**src/rtl/muxbus_pkg.sv**
```systemverilog
package muxbus_pkg;

    parameter int ADDR_W = 20;
    parameter int DATA_W = 16;
    localparam int HI_W  = ADDR_W - DATA_W;
    parameter int SEG_W  = 2;

    typedef enum logic [2:0] {
        PH_IDLE = 3'd0,
        PH_T1   = 3'd1,
        PH_T2   = 3'd2,
        PH_T3   = 3'd3,
        PH_TW   = 3'd4,
        PH_T4   = 3'd5
    } phase_t;

    typedef struct packed {
        logic              write;
        logic              io;
        logic [ADDR_W-1:0] addr;
        logic              word;
        logic [SEG_W-1:0]  seg;
        logic              ie;
        logic [DATA_W-1:0] wdata;
    } xfer_req_t;

    function automatic logic [HI_W-1:0] status_nibble(input logic ie, input logic [SEG_W-1:0] seg);
        logic [HI_W-1:0] s;
        s = '0;
        s[SEG_W-1:0] = seg;
        s[SEG_W]     = ie;
        return s;
    endfunction

    function automatic logic hi_select_n(input logic word, input logic a0);
        return !(word || a0);
    endfunction

    function automatic logic in_data_phase(input phase_t ph);
        return (ph == PH_T2) || (ph == PH_T3) || (ph == PH_TW);
    endfunction

endpackage

```
**src/rtl/muxbus_req_latch.sv**
```systemverilog
module muxbus_req_latch
    import muxbus_pkg::*;
(
    input  logic      clk,
    input  logic      rst,
    input  logic      take,
    input  xfer_req_t req_in,
    output xfer_req_t req_q
);
    always_ff @(posedge clk) begin
        if (rst) begin
            req_q <= '0;
        end else if (take) begin
            req_q <= req_in;
        end
    end
endmodule

```
**src/rtl/muxbus_phase_fsm.sv**
```systemverilog
module muxbus_phase_fsm
    import muxbus_pkg::*;
(
    input  logic   clk,
    input  logic   rst,
    input  logic   req_valid,
    input  logic   ready,
    output phase_t phase,
    output logic   take,
    output logic   data_end
);
    phase_t phase_nxt;

    assign take     = (phase == PH_IDLE) && req_valid;
    assign data_end = ((phase == PH_T3) || (phase == PH_TW)) && ready;

    always_comb begin
        phase_nxt = phase;
        unique case (phase)
            PH_IDLE: if (req_valid) phase_nxt = PH_T1;
            PH_T1:   phase_nxt = PH_T2;
            PH_T2:   phase_nxt = PH_T3;
            PH_T3,
            PH_TW:   phase_nxt = ready ? PH_T4 : PH_TW;
            PH_T4:   phase_nxt = PH_IDLE;
            default: phase_nxt = PH_IDLE;
        endcase
    end

    always_ff @(posedge clk) begin
        if (rst) phase <= PH_IDLE;
        else     phase <= phase_nxt;
    end


    accept_to_t1_chk: assert property (@(posedge clk) disable iff (rst)
        take |=> (phase == PH_T1));


    busy_req_ignored_chk: assert property (@(posedge clk) disable iff (rst)
        (phase == PH_T4) |=> (phase == PH_IDLE));


    wait_insert_chk: assert property (@(posedge clk) disable iff (rst)
        ((phase == PH_T3) || (phase == PH_TW)) && !ready |=> (phase == PH_TW));
endmodule

```
**src/rtl/muxbus_pin_drive.sv**
```systemverilog
module muxbus_pin_drive
    import muxbus_pkg::*;
(
    input  logic              clk,
    input  logic              rst,
    input  phase_t            phase,
    input  xfer_req_t         req_q,
    input  logic              data_end,
    input  logic [DATA_W-1:0] bus_ad_in,
    output logic [DATA_W-1:0] bus_ad_out,
    output logic              bus_ad_oe,
    output logic [HI_W-1:0]   bus_hi,
    output logic              hi_sel_n,
    output logic              addr_strobe,
    output logic              io_sel,
    output logic              rd_stb_n,
    output logic              wr_stb_n,
    output logic              xcvr_en_n,
    output logic              xfer_dir,
    output logic              busy,
    output logic              done,
    output logic [DATA_W-1:0] rdata
);
    logic in_cyc, is_t1, dph, wr_tail;

    assign in_cyc  = (phase != PH_IDLE);
    assign is_t1   = (phase == PH_T1);
    assign dph     = in_data_phase(phase);
    assign wr_tail = req_q.write && (dph || (phase == PH_T4));

    always_comb begin
        bus_ad_out  = '0;
        bus_hi      = '0;
        hi_sel_n    = 1'b1;
        if (is_t1) begin
            bus_ad_out = req_q.addr[DATA_W-1:0];
            bus_hi     = req_q.addr[ADDR_W-1:DATA_W];
            hi_sel_n   = hi_select_n(req_q.word, req_q.addr[0]);
        end else if (in_cyc) begin
            bus_hi     = status_nibble(req_q.ie, req_q.seg);
            hi_sel_n   = 1'b0;
            if (req_q.write) bus_ad_out = req_q.wdata;
        end
    end

    assign bus_ad_oe   = is_t1 || wr_tail;
    assign addr_strobe = is_t1;
    assign io_sel      = in_cyc && req_q.io;
    assign xfer_dir    = in_cyc && req_q.write;
    assign rd_stb_n    = !(dph && !req_q.write);
    assign wr_stb_n    = !(dph && req_q.write);
    assign xcvr_en_n   = !dph;
    assign busy        = in_cyc;
    assign done        = (phase == PH_T4);

    always_ff @(posedge clk) begin
        if (rst) begin
            rdata <= '0;
        end else if (data_end && !req_q.write) begin
            rdata <= bus_ad_in;
        end
    end


    strobe_exclusive_chk: assert property (@(posedge clk) disable iff (rst)
        !(!rd_stb_n && !wr_stb_n));


    latch_single_chk: assert property (@(posedge clk) disable iff (rst)
        addr_strobe |=> !addr_strobe);


    s7_low_chk: assert property (@(posedge clk) disable iff (rst)
        addr_strobe |=> !hi_sel_n);


    done_quiet_chk: assert property (@(posedge clk) disable iff (rst)
        done |-> (rd_stb_n && wr_stb_n && xcvr_en_n));


    done_pulse_chk: assert property (@(posedge clk) disable iff (rst)
        done |=> !done && !busy);
endmodule

```
**src/rtl/muxbus_cycle.sv**
```systemverilog
module muxbus_cycle
    import muxbus_pkg::*;
(
    input  logic              clk,
    input  logic              rst,
    input  logic              req_valid,
    input  logic              req_write,
    input  logic              req_io,
    input  logic [ADDR_W-1:0] req_addr,
    input  logic              req_word,
    input  logic [SEG_W-1:0]  req_seg,
    input  logic              req_ie,
    input  logic [DATA_W-1:0] req_wdata,
    input  logic              ready,
    input  logic [DATA_W-1:0] bus_ad_in,
    output logic [DATA_W-1:0] bus_ad_out,
    output logic              bus_ad_oe,
    output logic [HI_W-1:0]   bus_hi,
    output logic              hi_sel_n,
    output logic              addr_strobe,
    output logic              io_sel,
    output logic              rd_stb_n,
    output logic              wr_stb_n,
    output logic              xcvr_en_n,
    output logic              xfer_dir,
    output logic              busy,
    output logic              done,
    output logic [DATA_W-1:0] rdata
);
    xfer_req_t req_in, req_q;
    phase_t    phase;
    logic      take, data_end;

    always_comb begin
        req_in.write = req_write;
        req_in.io    = req_io;
        req_in.addr  = req_addr;
        req_in.word  = req_word;
        req_in.seg   = req_seg;
        req_in.ie    = req_ie;
        req_in.wdata = req_wdata;
    end

    muxbus_phase_fsm u_fsm (
        .clk(clk), .rst(rst), .req_valid(req_valid), .ready(ready),
        .phase(phase), .take(take), .data_end(data_end)
    );

    muxbus_req_latch u_latch (
        .clk(clk), .rst(rst), .take(take), .req_in(req_in), .req_q(req_q)
    );

    muxbus_pin_drive u_pins (
        .clk(clk), .rst(rst), .phase(phase), .req_q(req_q), .data_end(data_end),
        .bus_ad_in(bus_ad_in), .bus_ad_out(bus_ad_out), .bus_ad_oe(bus_ad_oe),
        .bus_hi(bus_hi), .hi_sel_n(hi_sel_n), .addr_strobe(addr_strobe),
        .io_sel(io_sel), .rd_stb_n(rd_stb_n), .wr_stb_n(wr_stb_n),
        .xcvr_en_n(xcvr_en_n), .xfer_dir(xfer_dir), .busy(busy),
        .done(done), .rdata(rdata)
    );


    io_hold_chk: assert property (@(posedge clk) disable iff (rst)
        busy && !done |=> $stable(io_sel));
endmodule

```
**config.mk**
```make
export PLATFORM = sky130hd
export DESIGN_NAME = muxbus_cycle
export DESIGN_NICKNAME = d
export VERILOG_FILES = /design/src/rtl/muxbus_pkg.sv /design/src/rtl/muxbus_req_latch.sv /design/src/rtl/muxbus_phase_fsm.sv /design/src/rtl/muxbus_pin_drive.sv /design/src/rtl/muxbus_cycle.sv
export SDC_FILE = /design/constraint.sdc
export NUM_CORES = 1
export LEC_CHECK = 0
export ABC_AREA = 1
export BUFFER_PORTS_ARGS = -buffer_cell sky130_fd_sc_hd__buf_2
export CORE_UTILIZATION = 40
export CTS_BUF_LIST = sky130_fd_sc_hd__clkbuf_4
export CTS_CLUSTER_SIZE = 30
export DETAILED_ROUTE_END_ITERATION = 12
export PLACE_DENSITY = 0.67
export SLEW_MARGIN = 20
export SYNTH_ARGS = -nofsm -noshare
export SYNTH_HDL_FRONTEND = slang
export SYNTH_HIERARCHICAL = 1
export SYNTH_SLANG_ARGS = --single-unit
export TNS_END_PERCENT = 10
```
**constraint.sdc**
```tcl
create_clock -name clk -period 1.88 [get_ports clk]
set_clock_uncertainty 0.05 [all_clocks]
set_input_delay 0.094 -clock clk [delete_from_list [all_inputs] [get_ports clk]]
set_output_delay 0.094 -clock clk [all_outputs]
set_load 0.05 [all_outputs]
```
==> summary.md <==
| Metric | Value |
|---|---|
| Residual DRC | `0` |
| First-pass GRT wire length | `12800 µm` |
| Total wire length | `8300 µm` |
| Vias | `3302` |
| Worst Tran Pin Value | `487 ps` |
| Setup TNS | `0 ps` |
| Hold WC Path Type | `in2reg` |
| CTS root buf | `clkbuf_4` |
| Syn Std Cell Area | `2970 µm²` |
| Worst path arrival time | `1620 ps` |
| Core area | `7210 µm²` |
| Crit end category | `primary output` |
| Number of synthesis warnings | `6` |
| Dominant cell type by area after synthesis | `dfxtp_1` |
| Wire per inst | `11.2 µm` |
| Yosys cell types | `21` |
| Power Total | `0.00412 W` |
| Final period util | `93.8%` |
| Post-DP HPWL | `4920 µm` |
| Row cnt | `31` |
| CTS tree | `built` |
| Worst setup SP type | `flip-flop` |
| Clock tree sinks | `61` |
| Largest net degree at the start of global routing | `85` |
| Total gr overflow | `0` |
| Share of cells above drive strength 1 | `22.3%` |
| Initial antenna violation count | `0` |
| Skew-Pair Late Insertion Delay | `380 ps` |
| RSZ-0062 raised after global routing | `true` |
| Met1 Use GR | `27.0%` |
| Peak supply drop | `0.416 mV` |
| CTS Buffer Depth | `2` |
| Worst Path Required | `1740 ps` |
| Final Hold Fails | `0` |
| Total GRT Usage | `21.5%` |
| I/O Pins | `108` |
| Min cycle time layout | `1760 ps` |
| # diodes | `0` |
| Area share of the largest cell type after synthesis | `41.1%` |
| RD Place Congestion | `0.813` |
| Chip Height | `88.2 µm` |
| Routed vias/inst | `4.44` |
| Final #Nets | `702` |
| Busiest grt layer | `met2` |
| Die Area | `7770 µm²` |
| H-tree levels | `3` |
| Synthesis-stage register bit count | `61` |
| Achievable Freq | `567 MHz` |
| Vias in the first global route | `2879` |
| Sequential fraction of the synthesis area | `41.1%` |
| Max-slew violation count | `0` |
| Clk slew on worst S/H paths | `100 ps` |
| Crit path kind | `reg2out` |
| Syn_nets | `542` |
| Synth top area cells | `dfxtp_1 (41%), nand2_1 (16%), nor2_1 (16%), nand3_1 (9.4%), inv_1 (8.7%)` |
| Outcome | `finished, final reports clean` |
| Slew HR | `67.5%` |
| Met3 Use GR | `6.31%` |
| Power Density | `937 nW/µm²` |
| Avg Inst Size Synth | `6.19 µm²` |
| DR pass1 iterations | `4` |
| Crit-path max FO | `21` |
| Initial Utilization | `41.2%` |
| First DRT Iteration DRCs | `230` |
| Final setup violating endpoints | `0` |
| Antenna-violating nets left | `0` |
| Post-Synthesis Cells | `480` |
| Layout area overhead | `48.1%` |
| Chip width | `88.2 µm` |
| Num CTS Buffers | `9` |
| PortBufs | `107` |
| Max-Cap Viols | `0` |
| M2 GR Usage | `35.5%` |
| LEAKAGE | `2.40 nW` |
==> sequential cells by signal, summed over array words and instances (netlist names) <==
name	flops
u_latch/req_q	42
u_fsm/phase	3
u_pins/rdata	16
==> Yosys cell counts <==
cell	number
a21oi_1	1
a21oi_2	1
buf_2	15
buf_4	7
buf_6	2
clkbuf_1	2
clkinv_1	1
dfxtp_1	61
inv_1	69
inv_2	3
nand2_1	128
nand2_2	2
nand3_1	56
nand3_2	1
nor2_1	123
nor2_8	1
nor3_1	2
nor4_1	1
o21ai_0	1
o21ai_1	1
or2_2	2
==> power breakdown <==
group | internal [W] | switching (W) | leakage [nW] | total, W
clock network | 0.000543 | 0.000470 | 0.0852 | 0.00101
logic | 0.000509 | 0.000992 | 1.81 | 0.00150
registers | 0.00148 | 0.000128 | 0.503 | 0.00161
total | 0.00253 | 0.00159 | 2.40 | 0.00412
==> critical path, cell delays in order (launching register included) <==
cell and delay [ps]:
dfxtp_2 370, inv_2 120, buf_4 280, nand3_1 160
nand2_1 100, buf_4 200
==> cell families after synthesis <==
family	share of synthesized area (%)
buf+inv	14.5
compound gates	0.800
simple gates	43.6
flops	41.1
==> metal layers <==
metal	share of wire, %	vias up
met4	0.35	0
met5	0	-
met3	6.5	2
met1	44	1457
li1	-	1735
met2	49	108
==> what timing repair did <==
item	4_1_cts	5_1_grt
setup buffers	0	0
resized for setup	11	27
endpoints found under the setup margin	29	26
cloned	0	1
hold buffers	60	0
endpoints found under the hold margin	61	0
==> area by class of cell <==
cell class	count	area [µm²]
flip-flops and latches	61	1230
multi-input cells	320	1350
well taps	99	124
clock buffers	10	75.1
inverters	73	274
clock inverters	6	77.6
fillers	707	2820
repair buffers	175	1270
==> layout by cell type, fill, tap and decap left out, types with 15 or more instances in the layout <==
cell / synthesis / routed
nand3_1: 56 / 56
nand2_1: 128 / 128
dfxtp_1: 61 / 58
inv_1: 69 / 69
nor2_1: 123 / 122
buf_4: 7 / 15
clkbuf_4: 0 / 21
buf_2: 15 / 85
dlygate4sd3_1: 0 / 60
==> stage by stage <==
stage	instances	hold slack (ps)	util, %	worst slack [ps]	instance area, µm²
final	744	73.4	61.0	116	4400
after CTS	743	26.0	59.9	0.00167	4320
after detailed placement	667	280	49.1	285	3540
after floorplan	480	116	-	19.0	2970
after global routing	744	47.3	61.0	-21.0	4400
after global placement	667	271	49.1	326	3540
==> worst paths after layout <==
check	from	end	slack, ps	cells past startpoint
setup / recovery	u_fsm/phase[2]	bus_ad_out[12]	120	5
hold / removal	req_valid	u_fsm/phase[0]	70	5
setup reg to reg	u_fsm/phase[2]	u_latch/req_q[22]	340	5
hold reg to reg	u_latch/req_q[36]	u_latch/req_q[36]	420	2
Note: power is estimated with default switching activity, not from simulation.
